==> src/rtl/dbt_pkg.sv <==
package dbt_pkg;

  typedef enum logic [2:0] {
    ST_IDLE,
    ST_WPAT,
    ST_WGRD,
    ST_RREQ,
    ST_RWAIT,
    ST_DONE
  } seq_state_e;

  // Guard word nibble counted from the most significant end: 0,1,2,...,F,0,...
  function automatic logic [3:0] guard_nib(input int pos_from_msb);
    return 4'(pos_from_msb % 16);
  endfunction

endpackage

==> src/rtl/dbt_seq.sv <==
module dbt_seq #(
  parameter int DW   = 64,
  parameter int AW   = 16,
  parameter int NPAT = 12,
  parameter int IW   = 4
) (
  input  logic          clk,
  input  logic          rst_n,
  input  logic          start_i,
  input  logic [AW-1:0] base_addr_i,
  input  logic          rvalid_i,
  output logic [AW-1:0] mem_addr_o,
  output logic [DW-1:0] mem_wdata_o,
  output logic          mem_we_o,
  output logic          mem_re_o,
  output logic [DW-1:0] exp_o,
  output logic [AW-1:0] tgt_o,
  output logic          start_acc_o,
  output logic          cmp_evt_o,
  output logic          done_o
);
  import dbt_pkg::*;

  localparam int HALF = NPAT / 2;
  localparam int NNIB = DW / 4;
  localparam logic [AW-1:0] ONE_A    = {{(AW-1){1'b0}}, 1'b1};
  localparam logic [IW-1:0] LAST_IDX = IW'(NPAT - 1);
  localparam logic [IW-1:0] ONE_I    = {{(IW-1){1'b0}}, 1'b1};

  function automatic logic [DW-1:0] walk_pat(input int k);
    logic [DW-1:0] r;
    for (int b = 0; b < DW; b++) r[b] = ((b >> k) & 1) == 1;
    return r;
  endfunction

  function automatic logic [DW-1:0] pat_word(input int i);
    if (i < HALF) return walk_pat(i);
    return ~walk_pat(NPAT - 1 - i);
  endfunction

  function automatic logic [DW-1:0] guard_word();
    logic [DW-1:0] g;
    for (int n = 0; n < NNIB; n++) g[4*n +: 4] = guard_nib(NNIB - 1 - n);
    return g;
  endfunction

  localparam logic [DW-1:0] GUARD = guard_word();

  seq_state_e    state_q, state_d;
  logic [IW-1:0] idx_q;
  logic [AW-1:0] base_q;
  logic          last_pat;
  logic          pat_wr;
  logic          rd_req;

  assign last_pat    = (idx_q == LAST_IDX);
  assign start_acc_o = (state_q == ST_IDLE) && start_i;
  assign cmp_evt_o   = (state_q == ST_RWAIT) && rvalid_i;
  assign pat_wr      = (state_q == ST_WPAT);
  assign rd_req      = (state_q == ST_RREQ);

  always_comb begin
    state_d = state_q;
    unique case (state_q)
      ST_IDLE:  if (start_i) state_d = ST_WPAT;
      ST_WPAT:  state_d = ST_WGRD;
      ST_WGRD:  state_d = ST_RREQ;
      ST_RREQ:  state_d = ST_RWAIT;
      ST_RWAIT: if (rvalid_i) state_d = last_pat ? ST_DONE : ST_WPAT;
      ST_DONE:  state_d = ST_IDLE;
      default:  state_d = ST_IDLE;
    endcase
  end

  always_ff @(posedge clk or negedge rst_n) begin
    if (!rst_n) begin
      state_q <= ST_IDLE;
      idx_q   <= '0;
      base_q  <= '0;
    end else begin
      state_q <= state_d;
      if (start_acc_o) begin
        idx_q  <= '0;
        base_q <= base_addr_i;
      end else if (cmp_evt_o && !last_pat) begin
        idx_q <= idx_q + ONE_I;
      end
    end
  end

  assign exp_o       = pat_word(int'(idx_q));
  assign tgt_o       = base_q;
  assign mem_we_o    = pat_wr || (state_q == ST_WGRD);
  assign mem_re_o    = rd_req;
  assign mem_addr_o  = (state_q == ST_WGRD) ? base_q + ONE_A : base_q;
  assign mem_wdata_o = (state_q == ST_WGRD) ? GUARD : exp_o;
  assign done_o      = (state_q == ST_DONE);

  assert_guard_follows_R2: assert property (@(posedge clk) disable iff (!rst_n)
    pat_wr |=> (mem_we_o && mem_addr_o == $past(mem_addr_o) + ONE_A));
  assert_read_after_guard_R2: assert property (@(posedge clk) disable iff (!rst_n)
    (mem_we_o && !pat_wr) |=> (mem_re_o && !mem_we_o));
  assert_single_read_R3: assert property (@(posedge clk) disable iff (!rst_n)
    mem_re_o |=> !mem_re_o);
  assert_no_rw_overlap_R3: assert property (@(posedge clk) disable iff (!rst_n)
    !(mem_we_o && mem_re_o));
  assert_done_pulse_R8: assert property (@(posedge clk) disable iff (!rst_n)
    done_o |=> !done_o);
  assert_idx_range_R1: assert property (@(posedge clk) disable iff (!rst_n)
    idx_q <= LAST_IDX);

endmodule

==> config.mk <==
export PLATFORM = sky130hd
export DESIGN_NAME = dbt_seq
export DESIGN_NICKNAME = d
export VERILOG_FILES = /design/src/rtl/dbt_pkg.sv /design/src/rtl/dbt_seq.sv
export SDC_FILE = /design/constraint.sdc
export NUM_CORES = 1
export LEC_CHECK = 0
export ABC_AREA = 1
export BUFFER_PORTS_ARGS = -buffer_cell sky130_fd_sc_hd__buf_2
export CORE_UTILIZATION = 46
export DETAILED_ROUTE_END_ITERATION = 8
export GPL_TIMING_DRIVEN = 0
export PLACE_DENSITY = 0.83
export SLEW_MARGIN = 20
export SYNTH_ARGS = -nofsm -noshare
export SYNTH_HDL_FRONTEND = slang
export SYNTH_SLANG_ARGS = --single-unit
==> constraint.sdc <==
create_clock -name clk -period 2.7 [get_ports clk]
set_clock_uncertainty 0.05 [all_clocks]
set_input_delay 0.27 -clock clk [delete_from_list [all_inputs] [get_ports clk]]
set_output_delay 0.27 -clock clk [all_outputs]
set_load 0.02 [all_outputs]
# Word-level counts from Yosys, hierarchy flattened

Cells that the tools add are included.

Add/subtract/negate cells: 3
Magnitude comparators: 1
Equality and inequality tests: 8
Shift-type cells: 128
Muxes and demuxes: 11
Bitwise gates (word level): 1
Reduce and logical (&&, ||, !) cells: 8

Operators with widths:

| cell                                              | count |
|---|---|
| right shift 6 x 32 -> 1 bit, first input constant | 32 |
| right shift 5 x 32 -> 1 bit, first input constant | 16 |
| right shift 4 x 32 -> 1 bit, first input constant | 8 |
| two-way mux 64 bit                                | 3 |
| right shift 6 x 4 -> 1 bit, first input constant  | 32 |
| right shift 3 x 32 -> 1 bit, first input constant | 4 |
| right shift 5 x 4 -> 1 bit, first input constant  | 16 |
| inverter 64 bit                                   | 1 |
| right shift 1 x 32 -> 1 bit, first input constant | 2 |
| right shift 2 x 32 -> 1 bit, first input constant | 2 |
| right shift 4 x 4 -> 1 bit, first input constant  | 8 |
| adder 16 x 1 -> 16 bit, second input constant     | 1 |
| two-way mux 16 bit                                | 1 |
| right shift 3 x 4 -> 1 bit, first input constant  | 4 |
| one-hot mux 3 bit (5 select lines)                | 1 |
| two-way mux 3 bit                                 | 3 |
| two-way mux 4 bit                                 | 2 |
| right shift 1 x 4 -> 1 bit, first input constant  | 2 |
| right shift 2 x 4 -> 1 bit, first input constant  | 2 |
| == test 3 x 2 -> 1 bit, second input constant     | 2 |
| == test 3 bit, second input constant              | 2 |
| subtractor 4 x 4 -> 5 bit, first input constant   | 1 |
| adder 4 x 1 -> 4 bit, second input constant       | 1 |
| == test 4 bit, second input constant              | 1 |
| other kinds (10)                                  | 13 |

Register bits after elaboration: 23
Word-level logic and storage cells: 163

# Depth between registers and ports, before layout

Gate-level depths: netlist of run 1.

Word-level depth: 5
Depth in mapped cells: 12
Mapped depth without buffers: 10

# Worst setup path before layout of run 1

Ideal clock, no wire load.

Kind: reg2out
Start: register idx_q[1]
End: output port mem_wdata_o[45]
Arrival: 1.989 ns
Data required time: 2.380 ns
Slack: 0.391 ns
Cell stages (with the launch flop): 13
Buffers on the path: 2
Path through: dfrtp_1 > buf_6 > buf_6 > inv_1 > ha_1 > inv_1 > nand2_1 > nand3_2 > clkinv_1 > nand2_1 > nand3_1 > nand2_1 > inv_1

Word-level cells in the longest chain between the ends: 5

Ends and longest elaborated chain:

| element                     | RTL line      | RTL |
|---|---|---|
| start, declared             | dbt_seq.sv:50 | `logic [IW-1:0] idx_q;` |
| start signal, assigned      | dbt_seq.sv:86 | `idx_q <= idx_q + ONE_I;` |
| subtractor 4 x 4 -> 5 bit   | dbt_seq.sv:38 | `return ~walk_pat(NPAT - 1 - i);` |
| right shift 6 x 32 -> 1 bit | dbt_seq.sv:32 | `for (int b = 0; b < DW; b++) r[b] = ((b >> k) & 1) == 1;` |
| inverter 64 bit             | dbt_seq.sv:38 |  |
| two-way mux 64 bit *        | dbt_seq.sv:38 |  |
| named net exp_o[45]         | dbt_seq.sv:16 | `output logic [DW-1:0] exp_o,` |
| two-way mux 64 bit *        | dbt_seq.sv:96 | `assign mem_wdata_o = (state_q == ST_WGRD) ? GUARD : exp_o;` |
| end, declared               | dbt_seq.sv:13 | `output logic [DW-1:0] mem_wdata_o,` |

The timed path passes the listed nets; every way through them passes the cells marked *. The select of a mux whose other input is x is not followed.

# Final worst setup path of run 1

Start: register idx_q[1]
End: output port mem_wdata_o[28]

Word-level cells in the longest chain between the ends: 5

Ends and longest elaborated chain:

| element                     | RTL line |
|---|---|
| subtractor 4 x 4 -> 5 bit   | dbt_seq.sv:38 |
| right shift 5 x 32 -> 1 bit | dbt_seq.sv:32 |
| inverter 64 bit             | dbt_seq.sv:38 |
| two-way mux 64 bit *        | dbt_seq.sv:38 |
| two-way mux 64 bit *        | dbt_seq.sv:96 |

Every way passes the cells marked *; elsewhere a longest branch is shown, timed or not. The select of a mux whose other input is x is not followed.

==> flow_summary.ini, run 1 <==
[outcome]
status = completed

[clock_tree]
cts_buffers = 3
cts_tree = done
clk_latency_ps = 260
clock_path_buffers = 2
htree_levels = 1
cts.clk_slew.worst_paths_ps = 80
cts_root_buffer = clkbuf_8
cts_sinks = 23

[power_and_ir_drop]
clkPwrFrac = 0.039
sw_frac_of_total = 0.6384
power.leakage_nw = 2.707
power_frac_comb = 0.831
power.share.sequential = 0.129
power_density_nw_per_um2 = 1214
p_int_mw = 1.979
peakVddDrop_v = 0.0007756
finalPower_mw = 5.472
p_sw_mw = 3.493

[sta]
setup-tns-final_ps = 0
setup_violations = 0
rsz0062_at_grt = yes
postLayoutSetupSlackWorst_ps = 61.61
timing.final.crit_share = 0.9772
relSlewSlack = 0.5988
worstMarginPinSlew_ps = 601.8
finalMaxSlewViolations = 0
timing.final.crit_period_ps = 2638
fmax_mhz = 379.0
hold_violations = 0

[worst_setup_path]
worstRegToRegCells = 5
r2r-end = state_q[1]
r2r_slack_ps = 1020
cp-start-kind = flop
cp_max_fo = 10
r2r_start = state_q[2]
critPathKind = flop to output pin
required_ps = 2380
crit_path_end_kind = output pin
cp_data_arrival_time_ps = 2320

[drt]
initialDrtViolationCount = 356
dr.pass1.iters = 5
drt-wirelength-per-cell_um = 15.77
totalWireLength_mm = 13.93
ant_nets = 0
route.detailed.drc = 0
vias = 4858
viasPerCell = 5.502

[min_path]
hold_end = tgt_o[8]
hp-class = primary input to flop
hold_path.startpoint = base_addr_i[8]
hold_depth = 3

[placed_design]
io_buffer_count = 184
placed_cells = 868
globalplace.congestion = 1.003
dpl_worst_slack_ps = -199.5
hpwl_mm = 10.91

[synth]
synth_area_leaders = nand2_1, dfrtp_1, nand3_1
avgSynthCellArea_sq_um = 5.537
yosys.area.top_type = nand2_1
ys_warn_count = 0
netlist_instances = 588
synth_fp_nets = 627
yosysTopAreaCellShare = 0.2744
yosys_register_bits = 23
syn_area_sq_um = 3256
synth.distinct_cells = 30
yosysSeqAreaShare = 0.1768

[grt]
grt_pass1_vias = 4342
antenna_found_initial = 0
grt_util_all_layers = 0.3652
grt_overflow_total = 0
grt_max_degree = 24
grt_pass1_wl_mm = 21.25

[floorplanning]
die_area_sq_um = 7418
core-area_sq_um = 6832
row_count = 30
die_y_um = 86.13
die_w_um = 86.13
initial_utilization = 0.4766
io_pins = 185

[final_layout]
layout_commonest_cell = nand2_1
num-fill-cells = 713
final_cell_mix = nand2_1, buf_2, nand3_1, nor2_1, inv_1
area_growth_pct = 38.47
diodes = 0
final_layout_size_suffix_gt1_frac = 0.3215
final_cells = 883
finalNetCount = 827

[flow_run]
cap_violations = 0
stage by stage:
step	hold slack, ps	area [sq um]	utilization
CTS	143.9	4429	0.6484
floorplan	-75.59	3256	-
global route	148.8	4508	0.6599
global placement	217.1	4297	0.6289
finish	146.2	4508	0.6599
detailed placement	231.1	4297	0.6289
cell families after synthesis:
group           after synthesis  share of synthesized area
flops                        23                     0.1768
buf+inv                      81                     0.1095
fa+ha+maj                    19                    0.07302
xor+xnor                      7                    0.01883
compound gates               76                     0.1261
simple gates                382                     0.4958
sequential cells by signal (all words and copies together), names as in the netlist:
| signal | flops |
|---|---|
| tgt_o | 16 |
| idx_q | 4 |
| state_q | 3 |
worst max-delay path, cell delays in order, from the launching register on:
cell and delay (ps):
dfrtp_2 460, buf_6 160, buf_6 140, clkinvlp_4 90
buf_4 120, ha_1 240, inv_1 140, a21oi_4 170
buf_12 140, nand2_1 70, a21oi_1 150, buf_2 180
area by class of cell:
| cell class | instances | area [sq um] | share of cell area |
|---|---|---|---|
| multi-input combinational | 484 | 2371 | 0.5260 |
| clock inverter | 1 | 5.005 | 0.001110 |
| buffer | 24 | 148.9 | 0.03303 |
| clock buffer | 3 | 41.29 | 0.009159 |
| sequential | 23 | 578.1 | 0.1282 |
| inverter | 57 | 225.2 | 0.04996 |
| tap | 96 | 120.1 | 0.02664 |
| timing repair buffer | 195 | 1018 | 0.2259 |
power groups by stage:
stage / clock, mW / combinational (mW) / sequential, mW
6_report: 0.215 / 4.55 / 0.708
5_1_grt: 0.233 / 4.87 / 0.727
4_1_cts: 0.219 / 4.49 / 0.705
3_3_place_gp: 0 / 4.41 / 0.700
3_5_place_dp: 0 / 4.44 / 0.711
2_1_floorplan: 0 / 2.81 / 0.799
what timing repair did:
item	in CTS	in global routing
hold endpoints to repair	23	0
hold buffers	1	0
gates resized for setup	14	6
setup buffers	5	5
setup endpoints to repair	115	55
pin swaps	0	1
per-layer routing:
layer / global-route usage / wire [um] / up-vias
met3: 0.03369 / 1193 / 47
met5: 0 / 0 / -
li1: - / - / 2292
met1: 0.4364 / 5463 / 2189
met4: 0.1455 / 424 / 0
met2: 0.6688 / 6844 / 330
cells in the mapped netlist, drive strengths merged:
cell and number:
a21oi 29, o211ai 2, xnor2 3, nand3 57, o21ai 43, buf 23, clkinv 2, nor2 51
or2 3, xor2 4, nor3 5, dfrtp 23, nand4 22, clkbuf 1, inv 55, a31oi 2
nand2 244, ha 19
worst max path at each step:
| stage | slack (ps) | cells after the start | end | startpoint |
|---|---|---|---|---|
| 6_report | 60 | 11 | mem_wdata_o[28] | idx_q[1] |
| 5_1_grt | -20 | 11 | mem_wdata_o[28] | idx_q[1] |
| 3_3_place_gp | -220 | 9 | mem_wdata_o[39] | idx_q[2] |
| 4_1_cts | 0.009 | 10 | mem_wdata_o[28] | idx_q[1] |
| 2_1_floorplan | 390 | 12 | mem_wdata_o[45] | idx_q[1] |
| 3_5_place_dp | -200 | 9 | exp_o[39] | idx_q[2] |
No activity file was read; power rests on OpenSTA's default activity.
==> run 2: changes to the inputs <==
ABC_AREA = default   (was 1)
PLACE_DENSITY = 0.82   (was 0.83)
==> run 2 against run 1 <==
The flow now finishes with violations (setup timing). Worst setup slack worse by 120 ps. Largest cell class unchanged. Via count fell by 4.0%. Critical path depth fell by 2. Highest routed layer unchanged. Count of clock-buffer cells in the layout is the same. Critical path type unchanged. Largest power group unchanged. Design area is 17% higher. Hold slack improved by 32 ps.
==> flow_summary.ini, run 2 <==
[outcome]
status = finished with violations
violations = setup timing

[min_path]
hold_depth = 2
hp-class = primary input to flop
hold_path.startpoint = base_addr_i[6]
hold_end = tgt_o[6]

[final_layout]
final_cell_mix = buf_2, buf_4, nand2_1, nor2_1, a21oi_1
finalNetCount = 716
layout_commonest_cell = buf_2
final_cells = 772
num-fill-cells = 510
largest_reg_flops = 16
multiInputGateArea_sq_um = 2820
area_growth_pct = 55.75
final_layout_size_suffix_gt1_frac = 0.5266
regArea_sq_um = 580.6
diodes = 0

[synth]
ys.flop_type = dfrtp_1
yosysTopAreaCellShare = 0.1701
synth_fp_nets = 488
synthMostInstantiatedCell = nor2_1
yosysSeqAreaShare = 0.1701
synthTopCellsByCount = nor2_1, nand2_1, a21oi_1, o21ai_0, dfrtp_1
ys_warn_count = 0
synth_edf_count = 0
avgSynthCellArea_sq_um = 7.538
yosys_register_bits = 23
syn_area_sq_um = 3384
yosys.area.top_type = dfrtp_1
synth_area_leaders = dfrtp_1, ha_1, a21oi_1
async_flop_share = 1.000
netlist_instances = 449
synth.distinct_cells = 75

[sta]
rsz0062_at_grt = yes
postLayoutSetupSlackWorst_ps = -59.62
timing.final.crit_share = 1.022
setup_violations = 6
hold_violations = 0
timing.final.crit_period_ps = 2760
relSlewSlack = 0.4904
fmax_mhz = 362.4
finalMaxSlewViolations = 0
setup-tns-final_ps = -150.8
worstMarginPinSlew_ps = 764.5

[power_and_ir_drop]
power.leakage_nw = 2.553
peakVddDrop_v = 0.0007790
power_density_nw_per_um2 = 1312

[worst_setup_path]
r2r_slack_ps = 780
slowest_stage = or3b_4
required_ps = 2380
crit_chain = clkinvlp_4 > ha_4 > buf_6 > buf_12 > or3b_4 > a21boi_4 > o21a_1 > or2_1 > buf_6
slowest_delay_ps = 430
cp_data_arrival_time_ps = 2440
cp_max_fo = 6
critPathBufInv = 4
cpMostUsedCell = buf_6
path_delay_family = simple AND/OR/NAND/NOR gates
critPathKind = flop to output pin
r2r-end = idx_q[3]
crit_path_end_kind = output pin
r2r_start = idx_q[2]
cp-start-kind = flop
worstRegToRegCells = 10

[drt]
highest_layer = met4
vias = 4663
drt-wirelength-per-cell_um = 19.72
viasPerCell = 6.040
route.detailed.drc = 0
totalWireLength_mm = 15.22
wl_met3_mm = 1.479
ant_nets = 0
met2_wirelength_mm = 7.009
wl_met1_mm = 5.997
initialDrtViolationCount = 459
dr.pass1.iters = 5

[clock_tree]
clock_path_buffers = 2
htree_levels = 1
cts_buffers = 3
cts_tree = done
cts.clk_slew.worst_paths_ps = 80
clk_latency_ps = 270
cts_sinks = 23
cts_root_buffer = clkbuf_8

[grt]
grt_pass1_vias = 3988
grt_util_all_layers = 0.3719
grt_pass1_wl_mm = 21.76
grt_max_degree = 24
grt_overflow_total = 0
antenna_found_initial = 0

[floorplanning]
core-area_sq_um = 6944
initial_utilization = 0.4874
io_pins = 185
die_y_um = 87.78
die_w_um = 87.78
row_count = 30
die_area_sq_um = 7704

[placed_design]
io_buffer_count = 184
globalplace.congestion = 1.013
placed_cells = 729
hpwl_mm = 10.73

[flow_run]
cap_violations = 0
## run 2: cell types whose count changed in the layout (fill, tap and decap cells not counted), moves of 10 or more
cell      change
nand4_1      -17
buf_4        +35
nand3_1      -44
nand2_1     -198
buf_6        +19
xnor2_1      +14
and2_1       +17
inv_1        -42
o21ai_0      -11
nor2_1       -11
nand2b_1     +10
mux2_2       +16
buf_2        -22
## run 2: area by class of cell
type	count	share of cell area
multi-input cells	377	0.5350
repair buffers	225	0.2561
flip-flops and latches	23	0.1101
plain buffers	38	0.05649
well taps	96	0.02279
inverters	9	0.01068
clock buffers	3	0.007833
clock inverters	1	0.0009494
## run 2: worst max path at each step
stage | from | to | depth (start not counted)
after floorplan | idx_q[2] | mem_wdata_o[58] | 9
after global placement | idx_q[2] | mem_wdata_o[30] | 9
after detailed placement | idx_q[2] | mem_wdata_o[33] | 10
after CTS | idx_q[2] | mem_wdata_o[33] | 10
after global routing | idx_q[2] | mem_wdata_o[33] | 11
final | idx_q[3] | mem_wdata_o[7] | 9
## run 2: stage by stage
| step | worst slack, ps | area (sq um) | total power, mW | utilization | hold slack (ps) |
|---|---|---|---|---|---|
| finish | -59.62 | 5271 | 6.917 | 0.7591 | 177.9 |
| global route | -122.0 | 5271 | 7.281 | 0.7591 | 175.2 |
| CTS | -15.05 | 4831 | 6.554 | 0.6957 | 175.6 |
| detailed placement | -605.3 | 4446 | 6.128 | 0.6402 | 219.9 |
| global placement | -633.5 | 4446 | 6.049 | 0.6402 | 210.9 |
| floorplan | -47.21 | 3405 | 4.290 | - | -75.59 |
## run 2: per-layer routing
layer	global-route usage	vias to the layer above
li1	-	2058
met1	0.4890	2175
met2	0.5934	358
met3	0.05090	72
met4	0.1937	0
met5	0	-
## run 2: what timing repair did
action / in CTS / in global routing
resized for setup: 54 / 77
buffers inserted: 17 / 22
gates cloned: 0 / 1
hold buffers: 1 / 0
setup endpoints to repair: 128 / 63
pin swaps: 5 / 21
endpoints found under the hold margin: 23 / 0
## run 2: worst register-to-register path, delay by kind of cell (launching register included)
family                     cells  cell delay, ps
buffers and inverters          5             540
DFF                            1             420
and+or+nand+nor                3             360
adders and majority gates      1             320
xor gates and xnor gates       1             120
## run 2: cells by family (layout without fill, tap and decap cells)
kind of cell,count (synthesis),in the layout,synth area share
xor gates and xnor gates,21,21,0.05434
adders and majority gates,19,19,0.07024
muxes,18,18,0.06285
buffers and inverters,49,276,0.07911
and+or+nand+nor,192,192,0.3076
AOI/OAI and AO/OA,127,127,0.2558
DFF,23,23,0.1701
## run 2: power by group
| group | switching [mW] | internal (mW) | total, mW | leakage (nW) |
|---|---|---|---|---|
| combinational | 3.76 | 2.20 | 5.96 | 2.25 |
| sequential | 0.233 | 0.506 | 0.738 | 0.275 |
| clock | 0.113 | 0.103 | 0.216 | 0.0255 |
| total | 4.11 | 2.81 | 6.92 | 2.55 |
==> run 3: changes to the inputs <==
CORE_UTILIZATION = 45   (was 46)
PLACE_DENSITY = 0.81   (was 0.82)
clock period = 3.1 ns   (was 2.7 ns; I/O delays follow)
==> run 3 against run 2 <==
The flow now finishes without violations. Final cell count down 3.2%. Largest cell class unchanged. Global-route usage shrank 1.4 points. Sequential cell count unchanged. Via count is 4.7% lower. Critical endpoint is now mem_wdata_o[56]. Die area increased by 2.2%.
==> flow_summary.ini, run 3 (synthesis gave the netlist of run 2 again) <==
[worst_setup_path]
cp_max_fo = 10
required_ps = 2740
crit_path_end_kind = output pin
path_delay_family = buffers and inverters
slowest_stage = or4_1
critPathKind = flop to output pin
cp-start-kind = flop
r2r-end = idx_q[2]
cp_data_arrival_time_ps = 2680
worstRegToRegCells = 8
r2r_slack_ps = 1130
crit_chain = buf_4 > clkinvlp_4 > ha_1 > buf_6 > or2_1 > clkbuf_1 > nor2_1 > nor3_1 > or4_1 > buf_2
r2r_start = idx_q[2]
slowest_delay_ps = 420
critPathBufInv = 5

[sta]
fmax_mhz = 329.4
relSlewSlack = 0.5207
timing.final.crit_share = 0.9794
timing.final.crit_period_ps = 3036
worstMarginPinSlew_ps = 719.0
postLayoutSetupSlackWorst_ps = 64.00
finalMaxSlewViolations = 0
hold_violations = 0
rsz0062_at_grt = yes
setup_violations = 0

[final_layout]
layout_commonest_cell = buf_2
final_cell_mix = buf_2, nand2_1, nor2_1, a21oi_1, o21ai_0
final_cells = 747
largest_reg_flops = 16
finalNetCount = 688
final_layout_size_suffix_gt1_frac = 0.4552
area_growth_pct = 38.56
finish.utilization = 0.6465
diodes = 0

[drt]
totalWireLength_mm = 14.75
route.detailed.drc = 0
vias = 4445
dr.pass1.iters = 6
drt-wirelength-per-cell_um = 19.74
initialDrtViolationCount = 490
ant_nets = 0
viasPerCell = 5.950

[clock_tree]
cts_buffers = 3
clock_path_buffers = 2
cts.clk_slew.worst_paths_ps = 90
cts_root_buffer = clkbuf_8
cts_sinks = 23
cts_tree = done
clk_latency_ps = 270
htree_levels = 1

[power_and_ir_drop]
power_density_nw_per_um2 = 1210
sw_frac_of_total = 0.6088
power_frac_comb = 0.850
power.share.sequential = 0.115
peakVddDrop_v = 0.0006819
finalPower_mw = 5.676
p_int_mw = 2.220
power.leakage_nw = 2.311
clkPwrFrac = 0.034
p_sw_mw = 3.456

[grt]
grt_pass1_wl_mm = 21.00
grt_max_degree = 24
antenna_found_initial = 0
grt_util_all_layers = 0.3581
grt_overflow_total = 0
grt_pass1_vias = 3929

[min_path]
hold_depth = 2
hp-class = primary input to flop
hold_path.startpoint = base_addr_i[4]
hold_end = tgt_o[4]

[flow_run]
cap_violations = 0

[floorplanning]
row_count = 31
initial_utilization = 0.4666
io_pins = 185
die_w_um = 88.73
die_y_um = 88.73
die_area_sq_um = 7872
core-area_sq_um = 7253

[placed_design]
dpl_worst_slack_ps = -200.6
globalplace.congestion = 0.9383
hpwl_mm = 11.18
placed_cells = 732
io_buffer_count = 184

[outcome]
status = completed
==> run 3: cell types whose count changed in the layout (fill, tap and decap cells not counted), moves of 6 or more <==
cell     previous run  this run
a21oi_1            30        36
a21oi_2             6         0
buf_2             179       198
buf_4              46        19
buf_6              23         8
o21ai_0            19        26
o21ai_1             9         2
==> run 3: layout make-up <==
class	count	area, sq um
plain buffers	40	262.8
multi-input cells	377	2625
well taps	99	123.9
clock buffers	3	41.29
repair buffers	195	1006
clock inverters	1	5.005
flip-flops and latches	23	580.6
inverters	9	45.04
fillers	683	2564
==> run 3: worst register-to-register path: cells and delay by family, from the launching register on <==
kind | cells | cell delay (ps)
fa+ha+maj | 1 | 270
buf+inv | 3 | 590
xor+xnor | 1 | 180
simple gates | 3 | 370
flops | 1 | 380
==> run 3: power groups by stage <==
stage,combinational [mW],sequential [mW],clock [mW]
6_report,4.83,0.655,0.194
5_1_grt,5.16,0.681,0.207
4_1_cts,4.75,0.652,0.195
3_5_place_dp,4.67,0.655,0
3_3_place_gp,4.62,0.643,0
2_1_floorplan,2.98,0.739,0
==> run 3: worst max-delay path by stage <==
stage,startpoint,end,depth (start not counted)
finish,idx_q[3],mem_wdata_o[56],10
global route,idx_q[3],mem_wdata_o[47],11
CTS,idx_q[3],mem_wdata_o[56],10
detailed placement,idx_q[2],mem_wdata_o[40],9
global placement,idx_q[2],mem_wdata_o[40],9
floorplan,idx_q[2],mem_wdata_o[26],8
==> run 3: through the flow <==
step / cell area, sq um / setup TNS (ps) / hold slack (ps)
2_1_floorplan: 3385 / 0 / -35.59
4_1_cts: 4593 / 0 / 207.2
5_1_grt: 4690 / -30.88 / 206.3
3_3_place_gp: 4429 / -2001 / 253.3
6_report: 4690 / 0 / 211.3
3_5_place_dp: 4429 / -3440 / 264.0
==> run 3: what timing repair did <==
item                       4_1_cts  5_1_grt
setup endpoints to repair       99       38
resized for setup               24       12
buffers inserted                 4        6
hold endpoints to repair        23        0
hold buffers                     1        0
==> run 3: layer usage <==
layer  up-vias  wire length, um  track usage
li1       1987                -            -
met1      2084             5645       0.4478
met2       323             7090       0.6168
met3        51             1464      0.05037
met4         0              545       0.1481
met5         -                0            0
